--- config.mk ---
export PLATFORM = sky130hd
export DESIGN_NAME = itt_base_bank
export DESIGN_NICKNAME = d
export VERILOG_FILES = /design/src/rtl/itt_base_pkg.sv /design/src/rtl/itt_base_decode.sv /design/src/rtl/itt_base_entry.sv /design/src/rtl/itt_base_rdmux.sv /design/src/rtl/itt_base_bank.sv
export SDC_FILE = /design/constraint.sdc
export NUM_CORES = 1
export LEC_CHECK = 0
export ABC_AREA = 1
export BUFFER_PORTS_ARGS = -buffer_cell sky130_fd_sc_hd__buf_2
export CAP_MARGIN = 0
export CORE_AREA = 2 2 232 234
export CTS_BUF_LIST = sky130_fd_sc_hd__clkbuf_4
export DETAILED_ROUTE_END_ITERATION = 8
export DIE_AREA = 0 0 234 236
export PLACE_DENSITY = 0.58
export SLEW_MARGIN = 15
export SYNTH_ARGS = -nofsm -noshare
export SYNTH_HDL_FRONTEND = slang
export SYNTH_HIERARCHICAL = 1
export SYNTH_SLANG_ARGS = --single-unit
--- constraint.sdc ---
create_clock -name clk_i -period 1.2 [get_ports clk_i]
set_input_delay 0 -clock clk_i [delete_from_list [all_inputs] [get_ports clk_i]]
set_output_delay 0 -clock clk_i [all_outputs]
set_load 0.02 [all_outputs]
--- src/rtl/itt_base_pkg.sv ---
package itt_base_pkg;

  typedef enum logic [2:0] {
    TK_NONE = 3'b000,
    TK_DEV  = 3'b001,
    TK_VPE  = 3'b010,
    TK_COLL = 3'b100
  } tbl_kind_e;

  typedef struct packed {
    logic        valid;
    logic        indirect;
    logic [2:0]  inner;
    logic [2:0]  outer;
    logic [35:0] pa;
    logic [1:0]  shr;
    logic [1:0]  pg;
    logic [7:0]  pages;
  } tbl_cfg_t;

  function automatic tbl_kind_e kind_of(int idx, bit has_coll, bit has_vpe);
    case (idx)
      0:       return TK_DEV;
      1:       return has_coll ? TK_COLL : TK_NONE;
      2:       return has_vpe ? TK_VPE : TK_NONE;
      default: return TK_NONE;
    endcase
  endfunction

  function automatic logic [1:0] fold_shr(logic [1:0] v);
    return (v == 2'b11) ? 2'b00 : v;
  endfunction

  function automatic logic [1:0] fold_pg(logic [1:0] v);
    return (v == 2'b11) ? 2'b10 : v;
  endfunction

endpackage

--- src/rtl/itt_base_decode.sv ---
module itt_base_decode #(
  parameter int ADDR_W = 12,
  parameter int BASE   = 'h100,
  parameter int SLOTS  = 8,
  localparam int IDX_W = $clog2(SLOTS)
) (
  input  logic [ADDR_W-1:0] addr_i,
  output logic              hit_o,
  output logic [IDX_W-1:0]  idx_o,
  output logic              upper_o
);
  localparam int SLOT_LSB = 3;
  localparam int WIN_LSB  = SLOT_LSB + IDX_W;
  localparam logic [ADDR_W-1:0] BASE_V = ADDR_W'(BASE);

  logic unused_lsb;
  assign unused_lsb = ^addr_i[1:0];

  assign hit_o   = (addr_i[ADDR_W-1:WIN_LSB] == BASE_V[ADDR_W-1:WIN_LSB]);
  assign idx_o   = addr_i[WIN_LSB-1:SLOT_LSB];
  assign upper_o = addr_i[2];
endmodule

--- src/rtl/itt_base_entry.sv ---
module itt_base_entry
  import itt_base_pkg::*;
#(
  parameter int IDX       = 0,
  parameter bit HAS_COLL  = 1'b1,
  parameter bit HAS_VPE   = 1'b1,
  parameter bit TWO_LEVEL = 1'b0,
  parameter int DEV_ESZ   = 7,
  parameter int COLL_ESZ  = 15,
  parameter int VPE_ESZ   = 31
) (
  input  logic        clk_i,
  input  logic        rst_ni,
  input  logic        wr_lo_i,
  input  logic        wr_hi_i,
  input  logic [31:0] wdata_i,
  output tbl_cfg_t    cfg_o,
  output logic [2:0]  kind_o,
  output logic [4:0]  esz_o,
  output logic [31:0] lo_o,
  output logic [31:0] hi_o
);
  localparam tbl_kind_e KIND = kind_of(IDX, HAS_COLL, HAS_VPE);
  localparam bit IMPL = (KIND != TK_NONE);
  localparam logic [4:0] ESZ =
      (KIND == TK_DEV)  ? 5'(DEV_ESZ)  :
      (KIND == TK_COLL) ? 5'(COLL_ESZ) :
      (KIND == TK_VPE)  ? 5'(VPE_ESZ)  : 5'd0;

  tbl_cfg_t cfg_q;
  logic     wr_lo, wr_hi;
  logic     unused_ro;

  assign wr_lo     = wr_lo_i && IMPL;
  assign wr_hi     = wr_hi_i && IMPL;
  assign unused_ro = ^{wdata_i[26:24], wdata_i[20:16]};

  always_ff @(posedge clk_i or negedge rst_ni) begin
    if (!rst_ni) begin
      cfg_q <= '0;
    end else begin
      if (wr_lo) begin
        cfg_q.pa[19:0] <= wdata_i[31:12];
        cfg_q.shr      <= fold_shr(wdata_i[11:10]);
        cfg_q.pg       <= fold_pg(wdata_i[9:8]);
        cfg_q.pages    <= wdata_i[7:0];
      end
      if (wr_hi) begin
        cfg_q.valid     <= wdata_i[31];
        cfg_q.indirect  <= wdata_i[30] & TWO_LEVEL;
        cfg_q.inner     <= wdata_i[29:27];
        cfg_q.outer     <= wdata_i[23:21];
        cfg_q.pa[35:20] <= wdata_i[15:0];
      end
    end
  end

  assign cfg_o  = cfg_q;
  assign kind_o = KIND;
  assign esz_o  = ESZ;
  assign lo_o   = {cfg_q.pa[19:0], cfg_q.shr, cfg_q.pg, cfg_q.pages};
  assign hi_o   = {cfg_q.valid, cfg_q.indirect, cfg_q.inner, KIND,
                   cfg_q.outer, ESZ, cfg_q.pa[35:20]};

  a_r5_shr_legal: assert property (@(posedge clk_i) disable iff (!rst_ni)
    cfg_q.shr != 2'b11);
  a_r6_pg_legal: assert property (@(posedge clk_i) disable iff (!rst_ni)
    cfg_q.pg != 2'b11);
  a_r2_hi_kept: assert property (@(posedge clk_i) disable iff (!rst_ni)
    (wr_lo_i && !wr_hi_i) |=> (hi_o == $past(hi_o)));
  a_r2_lo_kept: assert property (@(posedge clk_i) disable iff (!rst_ni)
    (wr_hi_i && !wr_lo_i) |=> (lo_o == $past(lo_o)));
  a_r10_flat_ind: assert property (@(posedge clk_i) disable iff (!rst_ni)
    !TWO_LEVEL |-> !cfg_q.indirect);
endmodule

--- src/rtl/itt_base_rdmux.sv ---
module itt_base_rdmux #(
  parameter int SLOTS  = 8,
  localparam int IDX_W = $clog2(SLOTS)
) (
  input  logic [SLOTS-1:0][31:0] lo_i,
  input  logic [SLOTS-1:0][31:0] hi_i,
  input  logic                   hit_i,
  input  logic [IDX_W-1:0]       idx_i,
  input  logic                   upper_i,
  output logic [31:0]            rdata_o
);
  always_comb begin
    rdata_o = '0;
    if (hit_i) rdata_o = upper_i ? hi_i[idx_i] : lo_i[idx_i];
  end
endmodule

--- src/rtl/itt_base_bank.sv ---
module itt_base_bank
  import itt_base_pkg::*;
#(
  parameter int           NUM_REGS       = 8,
  parameter int           ADDR_W         = 12,
  parameter int           BASE           = 'h100,
  parameter bit           HAS_COLL       = 1'b1,
  parameter bit           HAS_VPE        = 1'b1,
  parameter logic [7:0]   TWO_LEVEL_MASK = 8'h01,
  parameter int           DEV_ESZ        = 7,
  parameter int           COLL_ESZ       = 15,
  parameter int           VPE_ESZ        = 31
) (
  input  logic                     clk_i,
  input  logic                     rst_ni,
  input  logic                     unit_enable_i,
  input  logic                     unit_quiescent_i,
  input  logic [ADDR_W-1:0]        reg_addr_i,
  input  logic                     reg_we_i,
  input  logic [31:0]              reg_wdata_i,
  output logic [31:0]              reg_rdata_o,
  output logic [NUM_REGS-1:0]      tbl_valid_o,
  output logic [NUM_REGS-1:0]      tbl_indirect_o,
  output logic [3*NUM_REGS-1:0]    tbl_kind_o,
  output logic [5*NUM_REGS-1:0]    tbl_esz_o,
  output logic [3*NUM_REGS-1:0]    tbl_inner_o,
  output logic [3*NUM_REGS-1:0]    tbl_outer_o,
  output logic [2*NUM_REGS-1:0]    tbl_shr_o,
  output logic [2*NUM_REGS-1:0]    tbl_pgsz_o,
  output logic [36*NUM_REGS-1:0]   tbl_pa_o,
  output logic [8*NUM_REGS-1:0]    tbl_pages_o
);
  localparam int SLOTS = 8;
  localparam int IDX_W = $clog2(SLOTS);

  logic                   dec_hit, dec_upper, wr_ok;
  logic [IDX_W-1:0]       dec_idx;
  logic [SLOTS-1:0][31:0] lo_all, hi_all;
  logic [SLOTS-1:0]       slot_impl;
  tbl_cfg_t [NUM_REGS-1:0] cfg_all;

  itt_base_decode #(.ADDR_W(ADDR_W), .BASE(BASE), .SLOTS(SLOTS)) u_dec (
    .addr_i (reg_addr_i),
    .hit_o  (dec_hit),
    .idx_o  (dec_idx),
    .upper_o(dec_upper)
  );

  // writes are dropped while the unit runs or drains
  assign wr_ok = reg_we_i && dec_hit && !unit_enable_i && unit_quiescent_i;

  for (genvar i = 0; i < SLOTS; i++) begin : g_slot
    if (i < NUM_REGS) begin : g_reg
      logic       wr_lo, wr_hi;
      logic [2:0] kind;
      logic [4:0] esz;
      assign wr_lo = wr_ok && (dec_idx == IDX_W'(i)) && !dec_upper;
      assign wr_hi = wr_ok && (dec_idx == IDX_W'(i)) &&  dec_upper;

      itt_base_entry #(
        .IDX(i), .HAS_COLL(HAS_COLL), .HAS_VPE(HAS_VPE),
        .TWO_LEVEL(TWO_LEVEL_MASK[i]),
        .DEV_ESZ(DEV_ESZ), .COLL_ESZ(COLL_ESZ), .VPE_ESZ(VPE_ESZ)
      ) u_entry (
        .clk_i  (clk_i),
        .rst_ni (rst_ni),
        .wr_lo_i(wr_lo),
        .wr_hi_i(wr_hi),
        .wdata_i(reg_wdata_i),
        .cfg_o  (cfg_all[i]),
        .kind_o (kind),
        .esz_o  (esz),
        .lo_o   (lo_all[i]),
        .hi_o   (hi_all[i])
      );

      assign slot_impl[i]            = (kind != TK_NONE);
      assign tbl_valid_o[i]          = cfg_all[i].valid;
      assign tbl_indirect_o[i]       = cfg_all[i].indirect;
      assign tbl_kind_o[3*i +: 3]    = kind;
      assign tbl_esz_o[5*i +: 5]     = esz;
      assign tbl_inner_o[3*i +: 3]   = cfg_all[i].inner;
      assign tbl_outer_o[3*i +: 3]   = cfg_all[i].outer;
      assign tbl_shr_o[2*i +: 2]     = cfg_all[i].shr;
      assign tbl_pgsz_o[2*i +: 2]    = cfg_all[i].pg;
      assign tbl_pa_o[36*i +: 36]    = cfg_all[i].pa;
      assign tbl_pages_o[8*i +: 8]   = cfg_all[i].pages;
    end else begin : g_empty
      assign slot_impl[i] = 1'b0;
      assign lo_all[i]    = '0;
      assign hi_all[i]    = '0;
    end
  end

  itt_base_rdmux #(.SLOTS(SLOTS)) u_rd (
    .lo_i   (lo_all),
    .hi_i   (hi_all),
    .hit_i  (dec_hit),
    .idx_i  (dec_idx),
    .upper_i(dec_upper),
    .rdata_o(reg_rdata_o)
  );

  a_r8_write_lock: assert property (@(posedge clk_i) disable iff (!rst_ni)
    (unit_enable_i || !unit_quiescent_i) |=> (cfg_all == $past(cfg_all)));
  a_r4_unimpl_zero: assert property (@(posedge clk_i) disable iff (!rst_ni)
    (dec_hit && !slot_impl[dec_idx]) |-> (reg_rdata_o == 32'h0));
  a_r1_miss_zero: assert property (@(posedge clk_i) disable iff (!rst_ni)
    !dec_hit |-> (reg_rdata_o == 32'h0));
  a_r1_miss_nowrite: assert property (@(posedge clk_i) disable iff (!rst_ni)
    (reg_we_i && !dec_hit) |=> (cfg_all == $past(cfg_all)));
endmodule

# Word-level counts from Yosys, hierarchy flattened
# Cells that the tools add are included.
[word_totals] reg_bits=166 inputBits=49 out_inout_bits=544
[op_classes] n_lt_le_gt_ge=1 eq_ne=5 muxes=8 n_reduce_logical=15
[op_table] operator="$bmux W32 S3" n=2
[op_table] operator="$mux W32" n=4
[op_table] operator="$logic_and A1 B1 Y1" n=12
[op_table] operator="$eq A6 B3 Y1 const B" n=1
[op_table] operator="$eq A2 B2 Y1 const B" n=2
[op_table] operator="$lt A3 B4 Y1 const B" n=1
[op_table] operator="$mux W2" n=2
[op_table] operator="$eq A3 B1 Y1 const B" n=1
[op_table] operator="$eq A3 B2 Y1 const B" n=1
[op_table] operator="$logic_not A3 Y1" n=1
[op_table] operator="$logic_not A1 Y1" n=2

# Depth between registers and ports, before layout
# Gate-level depths: netlist (run 1).
[depth] word_depth=6 ltp_mapped=13 mapped_depth_nobuf=11

# Hierarchy
# Netlist (run 1), hierarchy kept.
[modules_own_cells] module="itt_base_rdmux" instances=1 cells_each=1489 area_per_inst_um2=6273.5
[modules_own_cells] module="itt_base_entry at g_slot[1].g_reg.u_entry ..." instances=2 cells_each=311 area_per_inst_um2=2790.2
[modules_own_cells] module="itt_base_entry at g_slot[3].g_reg.u_entry ..." instances=5 cells_each=129 area_per_inst_um2=964.7
[modules_own_cells] module="itt_base_entry at g_slot[0].g_reg.u_entry" instances=1 cells_each=314 area_per_inst_um2=2727.6
[modules_own_cells] module="itt_base_bank" instances=1 cells_each=45 area_per_inst_um2=177.7
[modules_own_cells] module="itt_base_decode" instances=1 cells_each=10 area_per_inst_um2=55.1

# Worst setup path before layout (run 1)
# OpenSTA, ideal clock, no wires.
[synth_path] path_type="input -> register" start="input port reg_addr_i[7]" end="register g_slot[1].g_reg.u_entry.cfg_q, in the netlist g_slot[1].g_reg.u_entry/cfg_o[0]" setup_time_ns=0.117 t_arrival_ns=1.183 required_time_ns=1.083 path_slack_ns=-0.100 stages=11 path_cell_list="or2_0 > nor2_1 > nand2_1 > nor2_4 > nand2_1 > nor2_1 > buf_6 > inv_8 > buf_6 > nand2_1 > nand2_1"
[synth_between] elab_chain_cells=6
[synth_rtl] element="start: declaration" line_no="itt_base_bank.sv:18" text="input logic [ADDR_W-1:0] reg_addr_i,"
[synth_rtl] element="$eq A6 B3 Y1" line_no="itt_base_decode.sv:19" text="assign hit_o = (addr_i[ADDR_W-1:WIN_LSB] == BASE_V[ADDR_W-1:WIN_LSB]);"
[synth_rtl] element="via dec_hit" line_no="itt_base_bank.sv:36" text="logic dec_hit, dec_upper, wr_ok;"
[synth_rtl] element="$logic_and A1 B1 Y1 (3 in series)" line_no="itt_base_bank.sv:50" text="assign wr_ok = reg_we_i && dec_hit && !unit_enable_i && unit_quiescent_i;"
[synth_rtl] element="$logic_and A1 B1 Y1 (2 in series)" line_no="itt_base_bank.sv:57" text="assign wr_lo = wr_ok && (dec_idx == IDX_W'(i)) && !dec_upper;"
[synth_rtl] element="via g_slot[1].g_reg.wr_lo" line_no="itt_base_bank.sv:54" text="logic wr_lo, wr_hi;"
[synth_rtl] element="end: declaration" line_no="itt_base_entry.sv:30" text="tbl_cfg_t cfg_q;"
# The timed path passes the listed nets, and every way through them passes these cells.
# A chain may end at the register's enable or synchronous reset.

# Worst setup path in the final report (run 1)
[layout_path] start="register g_slot[1].g_reg.u_entry.cfg_q, in the netlist g_slot[1].g_reg.u_entry/cfg_o[10]" end="output port reg_rdata_o[10]"
[layout_between] elab_chain_cells=4
[layout_rtl] element="$bmux W32 S3" line_no="itt_base_rdmux.sv:14" text="if (hit_i) rdata_o = upper_i ? hi_i[idx_i] : lo_i[idx_i];"
[layout_rtl] element="$mux W32 (not written as such)" line_no="itt_base_rdmux.sv:14"
[layout_rtl] element="$mux W32 (2 in series)" line_no="itt_base_rdmux.sv:14"
[layout_rtl] element="end: declaration" line_no="itt_base_bank.sv:21" text="output logic [31:0] reg_rdata_o,"
# No other way between the ends. The select of a mux whose other input is x is not followed.

==> results by group, run 1 <==
Clock tree
  – Clock tree from TritonCTS: yes
  – Clk sinks: 166
  – Maximum buffer depth of the clock tree: 2
  – Clock input transition at the sequential cells of the worst setup and hold paths: 160 ps
  – Master cell of the clock root buffer: sky130_fd_sc_hd__clkbuf_4
  – Clock H-tree levels: 4
  – Worst skew pair latency: 640 ps
  – Number of CTS-inserted buffers: 17

Global routing
  – Vias in the first global route: 14400
  – GRT met2 Usage: 0.307
  – Antenna violations before repair: 4
  – Total gr overflow: 0
  – Wire length of the first global-routing pass: 82900 um
  – Maximum number of pins on one net before global-route repair: 51
  – Most Used Layer, Global Route: met2
  – Routing usage on met1: 0.255
  – Met3 GRT Util: 0.0456
  – Global-route usage over all layers: 0.192

Timing
  – Worst hold-check slack: approximately 110 ps
  – Min setup slack post-route: -599 ps
  – Final Skew: 0 ps
  – Final worst path period need: 1800 ps
  – Final setup violation count: 198
  – Number of max-slew violations in the final report: 0
  – Unrepaired setup endpoints after global routing: yes
  – Achievable Freq: 556 MHz
  – Hold Violations, Final: 0
  – Final period util: 1.50

Setup path
  – Worst EP required: about 1200 ps
  – Delay of the slowest cell on the worst path: 400 ps
  – Cell-by-cell trace of the critical path: nand2_1 > nand2_1 > nand2_1 > nand3_2 > nand3_2 > a21oi_2 > buf_6 > buf_6
  – Arrival time worst endpoint: approximately 1800 ps
  – Max FO, Critical Path: 2
  – Cell with the most instances on the worst path: sky130_fd_sc_hd__nand2_1
  – Launching element type of the critical path: register
  – Critical Setup Path Class: reg2out
  – Type of destination of the critical path: output port
  – Register-to-register path setup slack: 210 ps
  – Slowest stage cell on the critical path: sky130_fd_sc_hd__dfrtp_1

Floorplan
  – Vert. Die Dim: between 200 and 250 um
  – Number of I/O pins: 593
  – FP Rows: 85
  – Area of the die: 0.0552 sq mm
  – Area of the placeable core: about 0.053 sq mm
  – Initial Util: 0.368
  – Die Width: 234 um

Final layout
  – Count of fill cells added during filler insertion: 5394
  – Post-layout utilization of the core: 0.435
  – Area of all sequential standard cells: 0.00415 sq mm
  – Flip-flop count of the largest register after layout: about 170
  – Share of post-route cells with drive strength above 1: 0.230
  – Net count of the finished layout: 3454
  – Post-layout instance area: 0.0231 sq mm
  – Final Instance Count excl. Fillers: 4116
  – Area used by multi-input combinational logic: 0.00986 sq mm
  – Synthesis-to-layout area growth: 18.0%

Route
  – Final WL: 54300 um
  – WL per Instance: 13.2 um
  – Iter 0 DRT Violations: between 900 and 1000
  – Routed vias: around 16000
  – Post-detailed-route via-to-cell ratio: just under 4
  – Post-detailed-route DRC marker count: 0
  – Number of iterations in the first detailed-routing pass: 5
  – Remaining number of nets flagged by the antenna check after routing: 0

Worst hold path
  – Hold Crit Class: in2reg

Placed design
  – Gpl congestion: 0.808
  – Buffers on Ports: 244
  – Final HPWL from detailed placement: 38200 um
  – Placed Area: about 0.019 sq mm
  – Cells after DPL: 3926
  – Setup Slack @ Placement: -365 ps

Power
  – Peak supply drop: 0.000611 V
  – Power Density: 606 mW/mm^2
  – Leakage power total: 12.9 nW

Status
  – Outcome: finished with violations
  – Violated checks: setup timing

Synth
  – Average size of a mapped cell: 6.30 sq um
  – Total standard cell area after synthesis: slightly below 0.02 sq mm
  – Gate count of the mapped netlist: 3103
  – Count of warnings emitted by yosys: 6

Flow run
  – Max-capacitance violation count: 0
## per-layer routing
layer | share of wire | vias up
met5 | 0.00055 | -
met4 | 0.026 | 4
met3 | 0.068 | 71
met2 | 0.47 | 471
met1 | 0.44 | 7237
li1 | - | 8355
## critical path: cells and delay by family (launching register included)
family | cells | cell delay [ps]
AND/OR/NAND/NOR | 5 | 350
flip-flops | 1 | 400
AO/OA/AOI/OAI | 1 | 150
buffers and inverters | 2 | 250
## placed cells by master, fill, tap and decap left out, types with 3 or more instances in the layout
master,n
sky130_fd_sc_hd__nor2_1,6
sky130_fd_sc_hd__inv_8,6
sky130_fd_sc_hd__nand3_1,251
sky130_fd_sc_hd__inv_2,3
sky130_fd_sc_hd__buf_8,3
sky130_fd_sc_hd__a21oi_4,8
sky130_fd_sc_hd__o21ai_0,34
sky130_fd_sc_hd__nand2_1,1092
sky130_fd_sc_hd__buf_4,122
sky130_fd_sc_hd__a21oi_2,24
sky130_fd_sc_hd__buf_2,45
sky130_fd_sc_hd__nand3_4,5
sky130_fd_sc_hd__buf_6,359
sky130_fd_sc_hd__inv_1,341
sky130_fd_sc_hd__buf_12,45
sky130_fd_sc_hd__o21ai_2,20
sky130_fd_sc_hd__nor2_4,7
sky130_fd_sc_hd__clkbuf_4,17
sky130_fd_sc_hd__dlygate4sd3_1,34
sky130_fd_sc_hd__dfrtp_1,166
sky130_fd_sc_hd__nand3_2,73
sky130_fd_sc_hd__inv_6,4
sky130_fd_sc_hd__nand2_2,34
sky130_fd_sc_hd__o21ai_1,16
sky130_fd_sc_hd__bufinv_16,4
sky130_fd_sc_hd__conb_1,692
## report_power, final
part           switching [W]  total, W  internal, W
clock network        0.00245   0.00420      0.00175
logic                0.00289   0.00411      0.00122
registers          0.0000239   0.00565      0.00563
## repair_timing
action,CTS,global route
pin swaps,63,82
resized for setup,580,161
endpoints found under the setup margin,198,198
endpoints found under the hold margin,332,0
hold buffers,34,0
setup buffers,115,121
## area by class of cell
type	instances	share of cell area
inverters	348	0.0577
diodes	2	0.000217
multi-input cells	2263	0.427
flip-flops and latches	166	0.180
repair buffers	609	0.281
clock inverters	15	0.0103
clock buffers	17	0.00553
well taps	696	0.0378
## path summary, 6_finish.rpt
kind,startpoint,endpoint,cells past startpoint
setup / recovery,g_slot[1].g_reg.u_entry/cfg_o[10],reg_rdata_o[10],8
hold / removal,reg_addr_i[2],g_slot[1].g_reg.u_entry/cfg_o[16],6
setup reg to reg,g_slot[0].g_reg.u_entry/cfg_o[23],g_slot[0].g_reg.u_entry/cfg_o[23],5
hold reg to reg,g_slot[0].g_reg.u_entry/cfg_o[3],g_slot[0].g_reg.u_entry/cfg_o[3],2
max in group asynchronous,rst_ni,g_slot[1].g_reg.u_entry/cfg_o[55],4
min in group asynchronous,rst_ni,g_slot[0].g_reg.u_entry/cfg_o[13],3
## per-stage QoR
step / setup TNS (ps) / power [W]
after global placement: -56920 / 0.00942
after CTS: -47510 / 0.0139
after detailed placement: -56560 / 0.00943
after global routing: -55010 / 0.0147
final: -39140 / 0.0140
after floorplan: -31.6 / 0.0102
No activity file was read; power rests on OpenSTA's default activity.
==> inputs of run 2 (changes only) <==
==> constraint.sdc (replaced) <==
create_clock -name clk_i -period 1.2 [get_ports clk_i]
set_input_delay 0.18 -clock clk_i [delete_from_list [all_inputs] [get_ports clk_i]]
set_output_delay 0.18 -clock clk_i [all_outputs]
set_load 0.02 [all_outputs]
==> results by group, run 2 (synthesized netlist as in run 1, its figures left out) <==
Status
  – Outcome: finished with violations
  – Violated checks: setup timing

Setup path
  – Register-to-register path setup slack: 310 ps
  – Worst r2r path cells: 4
  – Critical Setup Path Class: reg2out
  – Type of destination of the critical path: output port
  – Slowest stage cell on the critical path: sky130_fd_sc_hd__dfrtp_1
  – Max FO, Critical Path: 2
  – Worst EP required: a little over 1000 ps
  – Destination of the worst register-to-register timing path: g_slot[0].g_reg.u_entry/cfg_o[45]
  – Beginning of the worst register-to-register path: g_slot[0].g_reg.u_entry/cfg_o[45]
  – Cell-by-cell trace of the critical path: nand2_1 > nand2_2 > nand2_2 > nand3_2 > nand3_2 > a21oi_4 > buf_6
  – Arrival time worst endpoint: about 1900 ps
  – Delay of the slowest cell on the worst path: 400 ps
  – Launching element type of the critical path: register

Final layout
  – Share of post-route cells with drive strength above 1: 0.247
  – Count of fill cells added during filler insertion: 5345
  – Most common cell after layout, fill and taps aside: sky130_fd_sc_hd__nand2_1
  – Net count of the finished layout: approximately 3500
  – Post-layout utilization of the core: 0.446
  – Flip-flop count of the largest register after layout: roughly 170
  – Synthesis-to-layout area growth: 21.2%
  – Post-layout instance area: 0.0237 sq mm
  – Most frequent cells in the layout: 1071 x sky130_fd_sc_hd__nand2_1, 692 x sky130_fd_sc_hd__conb_1, 381 x sky130_fd_sc_hd__buf_6

Placed design
  – Final HPWL from detailed placement: 40700 um
  – Buffers on Ports: ~240
  – Setup Slack @ Placement: -682 ps
  – Placed Area: 0.0203 sq mm
  – Gpl congestion: 0.825

Clock tree
  – Clock input transition at the sequential cells of the worst setup and hold paths: 180 ps
  – Maximum buffer depth of the clock tree: 2
  – Clock H-tree levels: 4
  – Worst skew pair latency: 680 ps
  – Master cell of the clock root buffer: sky130_fd_sc_hd__clkbuf_4
  – Number of CTS-inserted buffers: 17
  – Clk sinks: roughly 170
  – Clock tree from TritonCTS: yes

Route
  – WL per Instance: 14.0 um
  – Iter 0 DRT Violations: about 960
  – Final WL: 58000 um
  – Routed vias: 16400
  – Post-detailed-route DRC marker count: 0
  – Post-detailed-route via-to-cell ratio: between 3 and 4
  – Number of iterations in the first detailed-routing pass: 5
  – Remaining number of nets flagged by the antenna check after routing: 0

Floorplan
  – Number of I/O pins: between 500 and 600
  – Die Width: 234 um
  – Initial Util: 0.368
  – Area of the die: 0.0552 sq mm
  – Area of the placeable core: 0.0531 sq mm
  – Vert. Die Dim: 236 um
  – FP Rows: 85

Global routing
  – Wire length of the first global-routing pass: 85600 um
  – Maximum number of pins on one net before global-route repair: 49
  – Vias in the first global route: around 14000
  – Total gr overflow: 0
  – Global-route usage over all layers: 0.201
  – Antenna violations before repair: 3

Power
  – Leakage power total: 13.1 nW
  – Peak supply drop: 0.000524 V
  – Power Density: ~570 mW/mm^2

Timing
  – Achievable Freq: 480 MHz
  – Hold Violations, Final: 0
  – Final period util: 1.74
  – Min setup slack post-route: -882 ps
  – Final worst path period need: 2080 ps
  – Worst hold-check slack: 149 ps
  – Final Skew: 0 ps
  – Final setup violation count: 241
  – Number of max-slew violations in the final report: 0
  – Unrepaired setup endpoints after global routing: yes

Worst hold path
  – Min-Delay Path Depth: 8
  – Hold Crit Class: in2reg
  – Terminating pin of the worst hold path: g_slot[1].g_reg.u_entry/cfg_o[27]
  – Start point of the worst hold path: reg_we_i

Flow run
  – Max-capacitance violation count: 0
==> run 2: through the flow <==
step | cells | TNS (ps) | power (W)
6_report | 4135 | -80760 | 0.0135
5_1_grt | 4134 | -95940 | 0.0143
4_1_cts | 4086 | -89780 | 0.0135
3_5_place_dp | 4016 | -115770 | 0.00975
3_3_place_gp | 4016 | -118380 | 0.00975
2_1_floorplan | 3784 | -30690 | 0.0103
==> run 2: worst max path at each step <==
stage                                            startpoint                                end  depth (start not counted)
final                     g_slot[0].g_reg.u_entry/cfg_o[16]                    reg_rdata_o[16]                          7
after global placement                        reg_addr_i[7]   g_slot[1].g_reg.u_entry/cfg_o[4]                         11
after global routing      g_slot[2].g_reg.u_entry/cfg_o[16]                    reg_rdata_o[16]                          7
after detailed placement                      reg_addr_i[7]  g_slot[1].g_reg.u_entry/cfg_o[22]                         11
after floorplan                               reg_addr_i[3]                    reg_rdata_o[29]                         11
after CTS                 g_slot[2].g_reg.u_entry/cfg_o[16]                    reg_rdata_o[16]                          7
==> run 2: repair_timing <==
action                                 4_1_cts  5_1_grt
resized for setup                          603      143
setup endpoints to repair                  198      277
buffers inserted                            79      116
endpoints found under the hold margin      332       14
pin swaps                                   50       62
gates cloned                                 0        4
hold buffers                                34        1
==> run 2: report_power, final <==
| part | internal (W) | switching (W) |
|---|---|---|
| combinational | 0.00133 | 0.00302 |
| sequential | 0.00563 | 0.0000242 |
| clock | 0.000951 | 0.00259 |
==> run 2: per-layer routing <==
| layer | GRT usage | up-vias | wire [um] |
|---|---|---|---|
| met5 | 0 | - | 0 |
| met4 | 0.0639 | 0 | 1760 |
| met3 | 0.0302 | 77 | 3080 |
| met2 | 0.321 | 502 | 26900 |
| met1 | 0.277 | 7471 | 26200 |
| li1 | - | 8387 | - |
==> run 2: layout make-up <==
class | instances | area [sq um] | share of cell area
multi-input combinational | 2263 | 10200 | 0.430
timing repair inverter | 2 | 17.5 | 0.000739
tap | 696 | 871 | 0.0368
clock buffer | 17 | 128 | 0.00539
clock inverter | 15 | 159 | 0.00671
timing repair buffer | 625 | 6810 | 0.287
antenna | 3 | 7.51 | 0.000317
sequential | 166 | 4150 | 0.175
inverter | 348 | 1350 | 0.0570
==> run 2: worst max-delay path, delay by kind of cell, from the launching register on <==
kind            cells  cell delay (ps)
simple gates        5              420
flops               1              400
compound gates      1              240
buf+inv             1              160
==> inputs of run 3 (changes only) <==
--- a/config.mk
+++ b/config.mk
@@ -5,14 +5,14 @@
 export SDC_FILE = /design/constraint.sdc
 export NUM_CORES = 1
 export LEC_CHECK = 0
-export ABC_AREA = 1
+export ABC_AREA = 0
 export BUFFER_PORTS_ARGS = -buffer_cell sky130_fd_sc_hd__buf_2
 export CAP_MARGIN = 0
-export CORE_AREA = 2 2 232 234
+export CORE_AREA = 2 2 228 230
 export CTS_BUF_LIST = sky130_fd_sc_hd__clkbuf_4
 export DETAILED_ROUTE_END_ITERATION = 8
-export DIE_AREA = 0 0 234 236
-export PLACE_DENSITY = 0.58
+export DIE_AREA = 0 0 230 232
+export PLACE_DENSITY = 0.56
 export SLEW_MARGIN = 15
 export SYNTH_ARGS = -nofsm -noshare
 export SYNTH_HDL_FRONTEND = slang
==> results by group, run 3 <==
Status
  – Outcome: finished with violations
  – Violated checks: setup timing

Final layout
  – Net count of the finished layout: 2214
  – Area used by multi-input combinational logic: 0.00975 sq mm
  – Most common cell after layout, fill and taps aside: sky130_fd_sc_hd__conb_1
  – Post-layout instance area: 0.0221 sq mm
  – Share of post-route cells with drive strength above 1: 0.391
  – Most frequent cells in the layout: 692 x sky130_fd_sc_hd__conb_1, 390 x sky130_fd_sc_hd__buf_6, 233 x sky130_fd_sc_hd__mux2i_1
  – Area of all sequential standard cells: roughly 0.0042 sq mm
  – Final Instance Count excl. Fillers: 2857
  – Flip-flop count of the largest register after layout: 166
  – Count of fill cells added during filler insertion: approximately 4700
  – Synthesis-to-layout area growth: 23.4%

Setup path
  – Worst setup path startpoint: g_slot[2].g_reg.u_entry/cfg_o[14]
  – Type of destination of the critical path: output port
  – Beginning of the worst register-to-register path: g_slot[1].g_reg.u_entry/cfg_o[27]
  – Slowest stage cell on the critical path: sky130_fd_sc_hd__mux4_2
  – Cell-by-cell trace of the critical path: mux4_2 > o21ai_1 > o21ai_2 > buf_2
  – Launching element type of the critical path: register
  – Critical Setup Path Class: reg2out
  – Arrival time worst endpoint: a little over 2000 ps
  – Delay of the slowest cell on the worst path: 470 ps
  – Max FO, Critical Path: 2
  – Worst EP required: 1020 ps

Route
  – Number of iterations in the first detailed-routing pass: 5
  – Routed vias: 11400
  – Remaining number of nets flagged by the antenna check after routing: 0
  – Iter 0 DRT Violations: between 500 and 600
  – WL per Instance: ~17 um
  – Post-detailed-route via-to-cell ratio: 3.98
  – Post-detailed-route DRC marker count: 0
  – Final WL: 49200 um

Power
  – Combinational Power Share: 0.268
  – Total power: 0.0132 W
  – Fraction of power spent switching nets: 0.359
  – Sw power: 0.00474 W
  – Power Density: 598 mW/mm^2
  – Proportion of power drawn by the clock network: 0.305
  – Internal portion of total power: 0.00846 W
  – Peak supply drop: roughly 0.00067 V
  – Leakage power total: roughly 12 nW
  – Part of the power in registers: 0.427

Floorplan
  – Area of the placeable core: 0.0509 sq mm
  – Die Width: 230 um
  – Initial Util: 0.352
  – Number of I/O pins: a little under 600
  – Vert. Die Dim: 232 um
  – Area of the die: 0.0534 sq mm
  – FP Rows: 83

Timing
  – Number of max-slew violations in the final report: 0
  – Final Skew: 0 ps
  – Final worst path period need: 2230 ps
  – Final setup violation count: about 360
  – Worst hold-check slack: 212 ps
  – Fin Setup TNS: -175420 ps
  – Hold Violations, Final: 0
  – Final period util: 1.86
  – Achievable Freq: about 450 MHz
  – Min setup slack post-route: -1030 ps
  – Unrepaired setup endpoints after global routing: yes

Placed design
  – Placed Area: between 0.015 and 0.02 sq mm
  – Final HPWL from detailed placement: 31900 um
  – Cells after DPL: approximately 2700
  – Buffers on Ports: 244
  – Gpl congestion: 0.776

Worst hold path
  – Hold Crit Class: in2reg
  – Start point of the worst hold path: reg_addr_i[3]

Synth
  – Total standard cell area after synthesis: between 0.015 and 0.02 sq mm
  – Average size of a mapped cell: around 10 sq um
  – Gate count of the mapped netlist: 1788
  – Count of warnings emitted by yosys: 6

Clock tree
  – Clock tree from TritonCTS: yes
  – Clk sinks: approximately 170
  – Master cell of the clock root buffer: sky130_fd_sc_hd__clkbuf_4
  – Clock input transition at the sequential cells of the worst setup and hold paths: between 150 and 200 ps
  – Maximum buffer depth of the clock tree: 2
  – Number of CTS-inserted buffers: 17
  – Clock H-tree levels: 4
  – Worst skew pair latency: 720 ps

Global routing
  – Total gr overflow: 0
  – Antenna violations before repair: 1
  – Wire length of the first global-routing pass: 64900 um
  – Vias in the first global route: around 11000
  – Maximum number of pins on one net before global-route repair: 42
  – Global-route usage over all layers: 0.162

Flow run
  – Max-capacitance violation count: 0
-- run 3: path summary, 6_finish.rpt --
check,end,slack (ps),cells past startpoint
hold / removal,g_slot[0].g_reg.u_entry/cfg_o[10],210,6
min in group asynchronous,g_slot[2].g_reg.u_entry/cfg_o[0],610,4
hold reg to reg,g_slot[0].g_reg.u_entry/cfg_o[29],630,2
setup reg to reg,g_slot[1].g_reg.u_entry/cfg_o[27],60,4
max in group asynchronous,g_slot[2].g_reg.u_entry/cfg_o[9],300,4
setup / recovery,reg_rdata_o[14],-1030,4
-- run 3: critical path, delay by kind of cell, from the launching register on --
family | cells | cell delay [ps]
muxes | 1 | 470
buffers and inverters | 1 | 170
DFF | 1 | 420
AOI/OAI and AO/OA | 2 | 280
-- run 3: through the flow --
step,setup WS (ps),utilization
floorplan,-877,-
CTS,-1130,0.413
detailed placement,-1210,0.357
finish,-1030,0.434
global placement,-1180,0.357
global route,-1120,0.434
-- run 3: per-layer routing --
metal,vias up,global-route usage,part of all wire
met4,0,0.0347,0.017
li1,5305,-,-
met5,-,0,0
met2,369,0.272,0.50
met3,43,0.0415,0.052
met1,5651,0.208,0.43
-- run 3: final cells by class --
| class | instances | share of cell area |
|---|---|---|
| inverters | 10 | 0.00170 |
| well taps | 680 | 0.0385 |
| repair buffers | 618 | 0.315 |
| clock inverters | 11 | 0.00788 |
| clock buffers | 19 | 0.00646 |
| diodes | 1 | 0.000113 |
| flip-flops and latches | 166 | 0.188 |
| multi-input cells | 1352 | 0.442 |
-- run 3: timing repair --
| item | in CTS | in global routing |
|---|---|---|
| hold endpoints to repair | 332 | 0 |
| gates cloned | 4 | 16 |
| gates resized for setup | 582 | 164 |
| endpoints found under the setup margin | 361 | 364 |
| pin swaps | 45 | 44 |
| hold buffers | 35 | 0 |
| setup buffers | 83 | 106 |
-- run 3: power groups by stage --
stage          logic, W  clock network, W  registers (W)
4_1_cts         0.00342           0.00419        0.00564
3_3_place_gp    0.00320                 0        0.00574
2_1_floorplan   0.00417                 0        0.00578
5_1_grt         0.00383           0.00436        0.00564
3_5_place_dp    0.00323                 0        0.00574
6_report        0.00354           0.00403        0.00564
